`config.mk`:
```
export PLATFORM = sky130hd
export DESIGN_NAME = phy_tparam_seq
export DESIGN_NICKNAME = d
export VERILOG_FILES = /design/src/rtl/phy_tparam_pkg.sv /design/src/rtl/phy_tparam_timer.sv /design/src/rtl/phy_tparam_word.sv /design/src/rtl/phy_tparam_merge.sv /design/src/rtl/phy_tparam_seq.sv
export SDC_FILE = /design/constraint.sdc
export NUM_CORES = 1
export LEC_CHECK = 0
export BUFFER_PORTS_ARGS = -buffer_cell sky130_fd_sc_hd__buf_2
export CAP_MARGIN = 20
export CORE_UTILIZATION = 45
export CTS_CLUSTER_SIZE = 30
export DETAILED_ROUTE_END_ITERATION = 6
export GPL_ROUTABILITY_DRIVEN = 0
export GPL_TIMING_DRIVEN = 0
export PLACE_DENSITY = 0.72
export SLEW_MARGIN = 10
export SYNTH_ARGS = -nofsm -noshare
export SYNTH_HDL_FRONTEND = slang
export SYNTH_SLANG_ARGS = --single-unit
```
`constraint.sdc`:
```
create_clock -name clk_i -period 5.3 [get_ports clk_i]
set_input_delay 0.53 -clock clk_i [delete_from_list [all_inputs] [get_ports clk_i]]
set_output_delay 0.53 -clock clk_i [all_outputs]
set_load 0.05 [all_outputs]
```
`src/rtl/phy_tparam_pkg.sv`:
```
package phy_tparam_pkg;

   localparam int TP_ADDR_W     = 5;
   localparam int TP_DATA_W     = 8;
   localparam int TP_NUM_PARAMS = 3;

   typedef struct packed {
      logic [TP_ADDR_W-1:0] addr;
      logic [TP_DATA_W-1:0] mask;
      logic [TP_DATA_W-1:0] value;
   } tp_entry_t;

   typedef enum logic [1:0] {
      SQ_IDLE,
      SQ_PORT,
      SQ_PRE,
      SQ_POST
   } sq_state_t;

   // phase names the word currently held on the port
   typedef enum logic [2:0] {
      PH_RD_CMD,
      PH_WR_SETUP,
      PH_WR_STROBE,
      PH_WR_HOLD,
      PH_RD_DUMMY
   } ph_t;

   // tuning list, applied in index order
   function automatic tp_entry_t tp_entry(input int unsigned idx);
      tp_entry_t e;
      case (idx)
         0:       e = '{addr: 5'd0,  mask: 8'h08, value: 8'h08};
         1:       e = '{addr: 5'd6,  mask: 8'h3F, value: 8'h00};
         2:       e = '{addr: 5'd26, mask: 8'hF0, value: 8'h50};
         default: e = '{default: '0};
      endcase
      return e;
   endfunction

   function automatic logic [TP_ADDR_W-1:0] tp_addr(input int unsigned idx);
      tp_entry_t e;
      e = tp_entry(idx);
      return e.addr;
   endfunction

endpackage

```
`src/rtl/phy_tparam_timer.sv`:
```
module phy_tparam_timer #(
   parameter int MAX_COUNT = 16,
   parameter int CW        = $clog2(MAX_COUNT + 1)
) (
   input  logic          clk_i,
   input  logic          rst_ni,
   input  logic          load_i,
   input  logic [CW-1:0] load_val_i,
   output logic          last_o
);

   logic [CW-1:0] cnt_q;

   always_ff @(posedge clk_i or negedge rst_ni) begin
      if (!rst_ni) begin
         cnt_q <= '0;
      end else if (load_i) begin
         cnt_q <= load_val_i;
      end else if (cnt_q != '0) begin
         cnt_q <= cnt_q - CW'(1);
      end
   end

   assign last_o = (cnt_q == CW'(1));

   AST_LOAD_NONZERO: assert property (@(posedge clk_i) disable iff (!rst_ni)
      load_i |-> (load_val_i != '0));

endmodule

```
`src/rtl/phy_tparam_word.sv`:
```
module phy_tparam_word #(
   parameter int WORD_W   = 32,
   parameter int DATA_W   = 8,
   parameter int ADDR_W   = 5,
   parameter int DATA_LSB = 6,
   parameter int ADDR_LSB = 1,
   parameter int WE_BIT   = 0
) (
   input  logic [DATA_W-1:0] data_i,
   input  logic [ADDR_W-1:0] addr_i,
   input  logic              we_i,
   output logic [WORD_W-1:0] word_o
);

   for (genvar b = 0; b < WORD_W; b++) begin : g_bit
      if (b == WE_BIT) begin : g_we
         assign word_o[b] = we_i;
      end else if (b >= ADDR_LSB && b < ADDR_LSB + ADDR_W) begin : g_addr
         assign word_o[b] = addr_i[b-ADDR_LSB];
      end else if (b >= DATA_LSB && b < DATA_LSB + DATA_W) begin : g_data
         assign word_o[b] = data_i[b-DATA_LSB];
      end else begin : g_zero
         assign word_o[b] = 1'b0;
      end
   end

endmodule

```
`src/rtl/phy_tparam_merge.sv`:
```
module phy_tparam_merge #(
   parameter int DATA_W = 8
) (
   input  logic [DATA_W-1:0] old_i,
   input  logic [DATA_W-1:0] mask_i,
   input  logic [DATA_W-1:0] val_i,
   output logic [DATA_W-1:0] new_o
);

   for (genvar b = 0; b < DATA_W; b++) begin : g_bit
      assign new_o[b] = mask_i[b] ? val_i[b] : old_i[b];
   end

endmodule

```
`src/rtl/phy_tparam_seq.sv`:
```
module phy_tparam_seq
   import phy_tparam_pkg::*;
#(
   parameter int WORD_W       = 32,
   parameter int DATA_W       = 8,
   parameter int ADDR_W       = 5,
   parameter int DATA_LSB     = 6,
   parameter int ADDR_LSB     = 1,
   parameter int WE_BIT       = 0,
   parameter int RD_LSB       = 0,
   parameter int SETTLE_READS = 2,
   parameter int PRE_DLY      = 16,
   parameter int POST_DLY     = 16,
   parameter int RST_W        = 9,
   parameter int RST_MAN_BIT  = 8,
   parameter int RST_REL_BIT  = 0
) (
   input  logic              clk_i,
   input  logic              rst_ni,
   input  logic              start_i,
   input  logic              legacy_i,
   input  logic [WORD_W-1:0] tst_out_i,
   output logic [WORD_W-1:0] tst_in_o,
   output logic [RST_W-1:0]  rst_ctl_o,
   output logic              busy_o,
   output logic              done_o
);

   localparam int DLY_MAX = (PRE_DLY > POST_DLY) ? PRE_DLY : POST_DLY;
   localparam int DLY_CW  = $clog2(DLY_MAX + 1);
   localparam int SET_CW  = $clog2(SETTLE_READS + 1);
   localparam int IDX_W   = (TP_NUM_PARAMS > 1) ? $clog2(TP_NUM_PARAMS) : 1;
   localparam logic [RST_W-1:0]  RST_HOLD_V = RST_W'(1) << RST_MAN_BIT;
   localparam logic [RST_W-1:0]  RST_RUN_V  = RST_HOLD_V | (RST_W'(1) << RST_REL_BIT);
   localparam logic [WORD_W-1:0] WE_MASK    = WORD_W'(1) << WE_BIT;

   // elaboration-time parameter checks
   if (ADDR_W != TP_ADDR_W || DATA_W != TP_DATA_W) begin : g_bad_width
      $error("field widths must match the tuning list package");
   end
   if (DATA_LSB < ADDR_LSB + ADDR_W || DATA_LSB + DATA_W > WORD_W) begin : g_bad_layout
      $error("data field overlaps address field or exceeds the word");
   end
   if (WE_BIT >= ADDR_LSB && WE_BIT < DATA_LSB + DATA_W) begin : g_bad_we
      $error("strobe bit collides with address or data field");
   end
   if (RD_LSB + DATA_W > WORD_W) begin : g_bad_rd
      $error("read lane exceeds the response word");
   end
   if (SETTLE_READS < 1 || PRE_DLY < 1 || POST_DLY < 1) begin : g_bad_time
      $error("settle and delay counts must be at least one");
   end
   if (RST_MAN_BIT == RST_REL_BIT || RST_MAN_BIT >= RST_W || RST_REL_BIT >= RST_W) begin : g_bad_rst
      $error("reset control bit positions invalid");
   end

   sq_state_t          state_q;
   ph_t                phase_q;
   logic [IDX_W-1:0]   pidx_q;
   logic [DATA_W-1:0]  new_q;
   logic [WORD_W-1:0]  tst_in_q;
   logic [RST_W-1:0]   rst_ctl_q;
   logic               busy_q;
   logic               done_q;

   tp_entry_t          cur;
   logic [DATA_W-1:0]  read_byte;
   logic [DATA_W-1:0]  merged;
   logic [DATA_W-1:0]  pres_data;
   logic [ADDR_W-1:0]  pres_addr;
   logic               pres_we;
   logic [WORD_W-1:0]  pres_word;
   logic               settle_last;
   logic               dly_last;
   logic               last_param;
   logic               launch;
   logic               port_adv;
   logic               seq_end;
   logic               settle_load;
   logic               dly_load;
   logic [DLY_CW-1:0]  dly_val;
   logic               tst_out_unused;

   assign tst_out_unused = ^tst_out_i;

   assign cur        = tp_entry(32'(pidx_q));
   assign read_byte  = tst_out_i[RD_LSB +: DATA_W];
   assign last_param = (pidx_q == IDX_W'(TP_NUM_PARAMS - 1));
   assign launch     = (state_q == SQ_IDLE) && start_i && !legacy_i;
   assign port_adv   = (state_q == SQ_PORT) && settle_last;
   assign seq_end    = port_adv && (phase_q == PH_RD_DUMMY) && last_param;
   assign settle_load = launch || (port_adv && !seq_end);
   assign dly_load   = seq_end || ((state_q == SQ_PRE) && dly_last);
   assign dly_val    = seq_end ? DLY_CW'(PRE_DLY) : DLY_CW'(POST_DLY);

   phy_tparam_merge #(.DATA_W(DATA_W)) u_merge (
      .old_i  (read_byte),
      .mask_i (cur.mask),
      .val_i  (cur.value),
      .new_o  (merged)
   );

   // next word to present on the port
   always_comb begin
      pres_data = DATA_W'(1);
      pres_addr = cur.addr;
      pres_we   = 1'b0;
      if (state_q == SQ_IDLE) begin
         pres_addr = tp_addr(0);
      end else begin
         case (phase_q)
            PH_RD_CMD:    pres_data = merged;
            PH_WR_SETUP:  begin
               pres_data = new_q;
               pres_we   = 1'b1;
            end
            PH_WR_STROBE: pres_data = new_q;
            PH_WR_HOLD:   pres_data = DATA_W'(1);
            PH_RD_DUMMY:  pres_addr = tp_addr(32'(pidx_q) + 32'd1);
            default:      pres_data = DATA_W'(1);
         endcase
      end
   end

   phy_tparam_word #(
      .WORD_W   (WORD_W),
      .DATA_W   (DATA_W),
      .ADDR_W   (ADDR_W),
      .DATA_LSB (DATA_LSB),
      .ADDR_LSB (ADDR_LSB),
      .WE_BIT   (WE_BIT)
   ) u_word (
      .data_i (pres_data),
      .addr_i (pres_addr),
      .we_i   (pres_we),
      .word_o (pres_word)
   );

   phy_tparam_timer #(.MAX_COUNT(SETTLE_READS), .CW(SET_CW)) u_settle (
      .clk_i      (clk_i),
      .rst_ni     (rst_ni),
      .load_i     (settle_load),
      .load_val_i (SET_CW'(SETTLE_READS)),
      .last_o     (settle_last)
   );

   phy_tparam_timer #(.MAX_COUNT(DLY_MAX), .CW(DLY_CW)) u_delay (
      .clk_i      (clk_i),
      .rst_ni     (rst_ni),
      .load_i     (dly_load),
      .load_val_i (dly_val),
      .last_o     (dly_last)
   );

   always_ff @(posedge clk_i or negedge rst_ni) begin
      if (!rst_ni) begin
         state_q   <= SQ_IDLE;
         phase_q   <= PH_RD_CMD;
         pidx_q    <= '0;
         new_q     <= '0;
         tst_in_q  <= '0;
         rst_ctl_q <= RST_HOLD_V;
         busy_q    <= 1'b0;
         done_q    <= 1'b0;
      end else begin
         done_q <= 1'b0;
         case (state_q)
            SQ_IDLE: begin
               if (start_i) begin
                  if (legacy_i) begin
                     done_q <= 1'b1;
                  end else begin
                     busy_q    <= 1'b1;
                     rst_ctl_q <= RST_HOLD_V;
                     pidx_q    <= '0;
                     phase_q   <= PH_RD_CMD;
                     tst_in_q  <= pres_word;
                     state_q   <= SQ_PORT;
                  end
               end
            end
            SQ_PORT: begin
               if (settle_last) begin
                  case (phase_q)
                     PH_RD_CMD: begin
                        new_q    <= merged;
                        phase_q  <= PH_WR_SETUP;
                        tst_in_q <= pres_word;
                     end
                     PH_WR_SETUP: begin
                        phase_q  <= PH_WR_STROBE;
                        tst_in_q <= pres_word;
                     end
                     PH_WR_STROBE: begin
                        phase_q  <= PH_WR_HOLD;
                        tst_in_q <= pres_word;
                     end
                     PH_WR_HOLD: begin
                        phase_q  <= PH_RD_DUMMY;
                        tst_in_q <= pres_word;
                     end
                     default: begin
                        if (last_param) begin
                           state_q <= SQ_PRE;
                        end else begin
                           pidx_q   <= pidx_q + IDX_W'(1);
                           phase_q  <= PH_RD_CMD;
                           tst_in_q <= pres_word;
                        end
                     end
                  endcase
               end
            end
            SQ_PRE: begin
               if (dly_last) begin
                  rst_ctl_q <= RST_RUN_V;
                  state_q   <= SQ_POST;
               end
            end
            SQ_POST: begin
               if (dly_last) begin
                  done_q  <= 1'b1;
                  busy_q  <= 1'b0;
                  state_q <= SQ_IDLE;
               end
            end
            default: state_q <= SQ_IDLE;
         endcase
      end
   end

   assign tst_in_o  = tst_in_q;
   assign rst_ctl_o = rst_ctl_q;
   assign busy_o    = busy_q;
   assign done_o    = done_q;

   AST_DONE_SINGLE: assert property (@(posedge clk_i) disable iff (!rst_ni)
      done_o |=> !done_o);

   AST_BUSY_DONE_EXCL: assert property (@(posedge clk_i) disable iff (!rst_ni)
      !(busy_o && done_o));

   AST_STROBE_BRACKET: assert property (@(posedge clk_i) disable iff (!rst_ni)
      $rose(tst_in_o[WE_BIT]) |-> ((tst_in_o & ~WE_MASK) == $past(tst_in_o)));

   AST_STROBE_BUSY: assert property (@(posedge clk_i) disable iff (!rst_ni)
      tst_in_o[WE_BIT] |-> busy_o);

   if (SETTLE_READS >= 2) begin : g_hold_chk
      AST_WORD_HOLD: assert property (@(posedge clk_i) disable iff (!rst_ni)
         (busy_o && !$stable(tst_in_o)) |=> $stable(tst_in_o));
   end

   AST_RELEASE_MANUAL: assert property (@(posedge clk_i) disable iff (!rst_ni)
      rst_ctl_o[RST_REL_BIT] |-> rst_ctl_o[RST_MAN_BIT]);

   AST_LEGACY_QUIET: assert property (@(posedge clk_i) disable iff (!rst_ni)
      (start_i && legacy_i && !busy_o) |=> (done_o && $stable(tst_in_o) && $stable(rst_ctl_o)));

endmodule

```
==> qor.csv <==
metric;value;unit
coreArea;5075;sq um
grt_pass1_wl;7555;um
report.final.setup_viol;0;
synth_seq_cells;37;
dr_total_vias;1800;
whs;0.3504;ns
hold_viol;0;
yosysSeqAreaShare;39.09;%
cp_cell_sequence;inv_1, ha_1, clkbuf_1, nand2_1, nor4_1, a21o_1, a211oi_1;
slowest_delay;0.46;ns
critPathTopFamily;simple AND/OR/NAND/NOR gates;
net-switching-power;153.9;uW
ir_drop;0.1259;mV
numCtsBuffers;5;
clkPwrFrac;34.0;%
startpoint_type;flip-flop;
switching_share;28.28;%
setup.worst_path.end_class;flip-flop;
async_flop_share;100.0;%
grtUsageMet2;29.83;%
fin_crit;2.023;ns
period_share;38.17;%
ant_nets;0;
required;5.47;ns
wl;4459;um
hpwl;3260;um
area_growth;16.48;%
h-tree-depth;2;
crit_path_top_delay_cell;nor4_1;
worstPathArrival;2.19;ns
fin_worst_skew;0.005814;ns
p_int;390.4;uW
drt-pass1-iter-count;4;
power;544.3;uW
crit_type;flip-flop to flip-flop;
clk_pin_slew;0.07;ns
power.density;197.3;nW/um^2
track_usage;17.86;%
cts_setup_buffers;0;
syn-cell-area;2369;sq um
worstSkewPairLatency;0.29;ns
met3_usage;3.659;%
crit_buf_inv;2;
drt_iter0_drc;65;
cts-root-buf;clkbuf_8;
clkSinkCount;37;
status;completed;
worst_pin_slew;0.8572;ns
rsz0062_at_grt;false;
combPwrFrac;13.7;%
final_net_count;365;
layout_commonest_cell;dfrtp_1;
antenna_found_initial;0;
syn_avg_cell_area;9.216;sq um
fmax;0.4943;GHz
grt_pass1_vias;1656;
grt_max_degree;38;
relSlewSlack;42.85;%
hold_buffers;0;
final_cell_mix;37 x dfrtp_1, 32 x nand2_1, 29 x buf_2;
synth_area_leaders;dfrtp_1 39%, buf_4 8.9%, ha_1 6.9%, nand2_1 5.1%, buf_6 3.3%;
drive_above_1_share;26.03;%
yosysTopAreaCell;dfrtp_1;
crit_fanout;9;
sequentialPowerShare;52.3;%
synth_edf_count;0;
maxCapViolCount;0;
io_pins;79;
drcViolationCount;0;
setup_tns;0;ns
die_area;5558;sq um
drt-vias-per-instance;4.675;
port-buffer-count;27;
cts_tree;yes;
synthFlopType;dfrtp_1;
yosysWarnings;0;
synth.distinct_cells;52;
yosysTopAreaCellShare;39.09;%
p_leak;0.001382;uW
clock_tree.buffer_depth;2;
hp-class;primary input to asynchronous set/reset pin;
fp.dieW;74.55;um
grt-ovfl-total;0;
rows;26;
grtUsageMet1;23.09;%
routedWlPerCell;11.58;um
die_y;74.55;um
synthCells;257;
slew_viol_final;0;
utilization;54.36;%
start_util;46.67;%
diodes;0;
grt_most_used_layer;met2;
cts_resized;0;
per-stage QoR:
stage | instances | area, sq um | worst slack, ns
4_1_cts | 385 | 2759 | 3.239
3_3_place_gp | 379 | 2685 | 3.316
5_1_grt | 385 | 2759 | 3.004
2_1_floorplan | 282 | 2462 | 3.523
6_report | 385 | 2759 | 3.277
3_5_place_dp | 379 | 2685 | 3.251
cell families after synthesis:
family / after synthesis / share of synthesized area (%)
mux: 7 / 3.117
compound gates: 61 / 17.43
xor+xnor: 3 / 1.110
fa+ha+maj: 13 / 6.868
flops: 37 / 39.09
buf+inv: 54 / 15.32
other cells: 2 / 0.3171
simple gates: 80 / 16.75
power by group through the flow:
stage	sequential, uW	clock [uW]	combinational, uW
6_report	285	185	74.4
5_1_grt	285	200	80.3
4_1_cts	285	191	74.4
3_5_place_dp	290	0	74.5
3_3_place_gp	290	0	74.3
2_1_floorplan	290	0	63.1
routing by layer:
metal	share of wire, %	routed length, um
met5	0	0
met1	48	2162
met2	47	2104
met3	3.0	132
met4	1.3	60
synth_stat cells, types with 3 or more instances:
| cell type | n |
|---|---|
| a21oi_1 | 10 |
| a22o_1 | 4 |
| buf_4 | 28 |
| buf_6 | 7 |
| clkbuf_1 | 5 |
| dfrtp_1 | 37 |
| ha_1 | 13 |
| inv_1 | 12 |
| mux2i_1 | 4 |
| nand2_1 | 32 |
| nand2b_1 | 7 |
| nand3_1 | 9 |
| nor2_1 | 14 |
| nor2b_1 | 3 |
| nor3_1 | 3 |
| o21a_1 | 4 |
| o21ai_0 | 12 |
| o21ai_1 | 7 |
| xnor2_1 | 3 |
worst reg2reg max path: stages (launching register included):
cell and delay, ns:
dfrtp_1 0.41, inv_1 0.13, ha_1 0.16, clkbuf_1 0.32, nand2_1 0.13, nor4_1 0.46, a21o_1 0.24, a211oi_1 0.07
state kept, by name, indices dropped and copies added (netlist names):
name            flops
pidx_q              2
u_delay.cnt_q       5
busy_o              1
phase_q             3
new_q               8
done_o              1
u_settle.cnt_q      2
rst_ctl_o           1
state_q             2
tst_in_o           12
cell type report:
type | count | area (sq um)
clock inverter | 1 | 5.005
sequential | 37 | 925.9
multi-input combinational | 191 | 1174
timing repair buffer | 27 | 135.1
clock buffer | 5 | 68.82
fill | 487 | 2316
inverter | 12 | 45.04
buffer | 42 | 317.8
tap | 70 | 87.58
path summary, 6_finish.rpt:
| check | start | endpoint | slack [ns] | cells after the start |
|---|---|---|---|---|
| max in group asynchronous | rst_ni | rst_ctl_o[0]$_DFFE_PN0P_ | 4.41 | 1 |
| min reg2reg | tst_in_o[3]$_DFFE_PN0P_ | tst_in_o[3]$_DFFE_PN0P_ | 0.48 | 2 |
| min | rst_ni | tst_in_o[5]$_DFFE_PN0P_ | 0.35 | 1 |
| max | pidx_q[0]$_DFFE_PN0P_ | u_delay.cnt_q[1]$_DFFE_PN0P_ | 3.28 | 7 |
| max reg2reg | pidx_q[0]$_DFFE_PN0P_ | u_delay.cnt_q[1]$_DFFE_PN0P_ | 3.28 | 7 |
| min in group clk_i | tst_in_o[3]$_DFFE_PN0P_ | tst_in_o[3]$_DFFE_PN0P_ | 0.48 | 2 |
(Power assumes the default switching activity.)
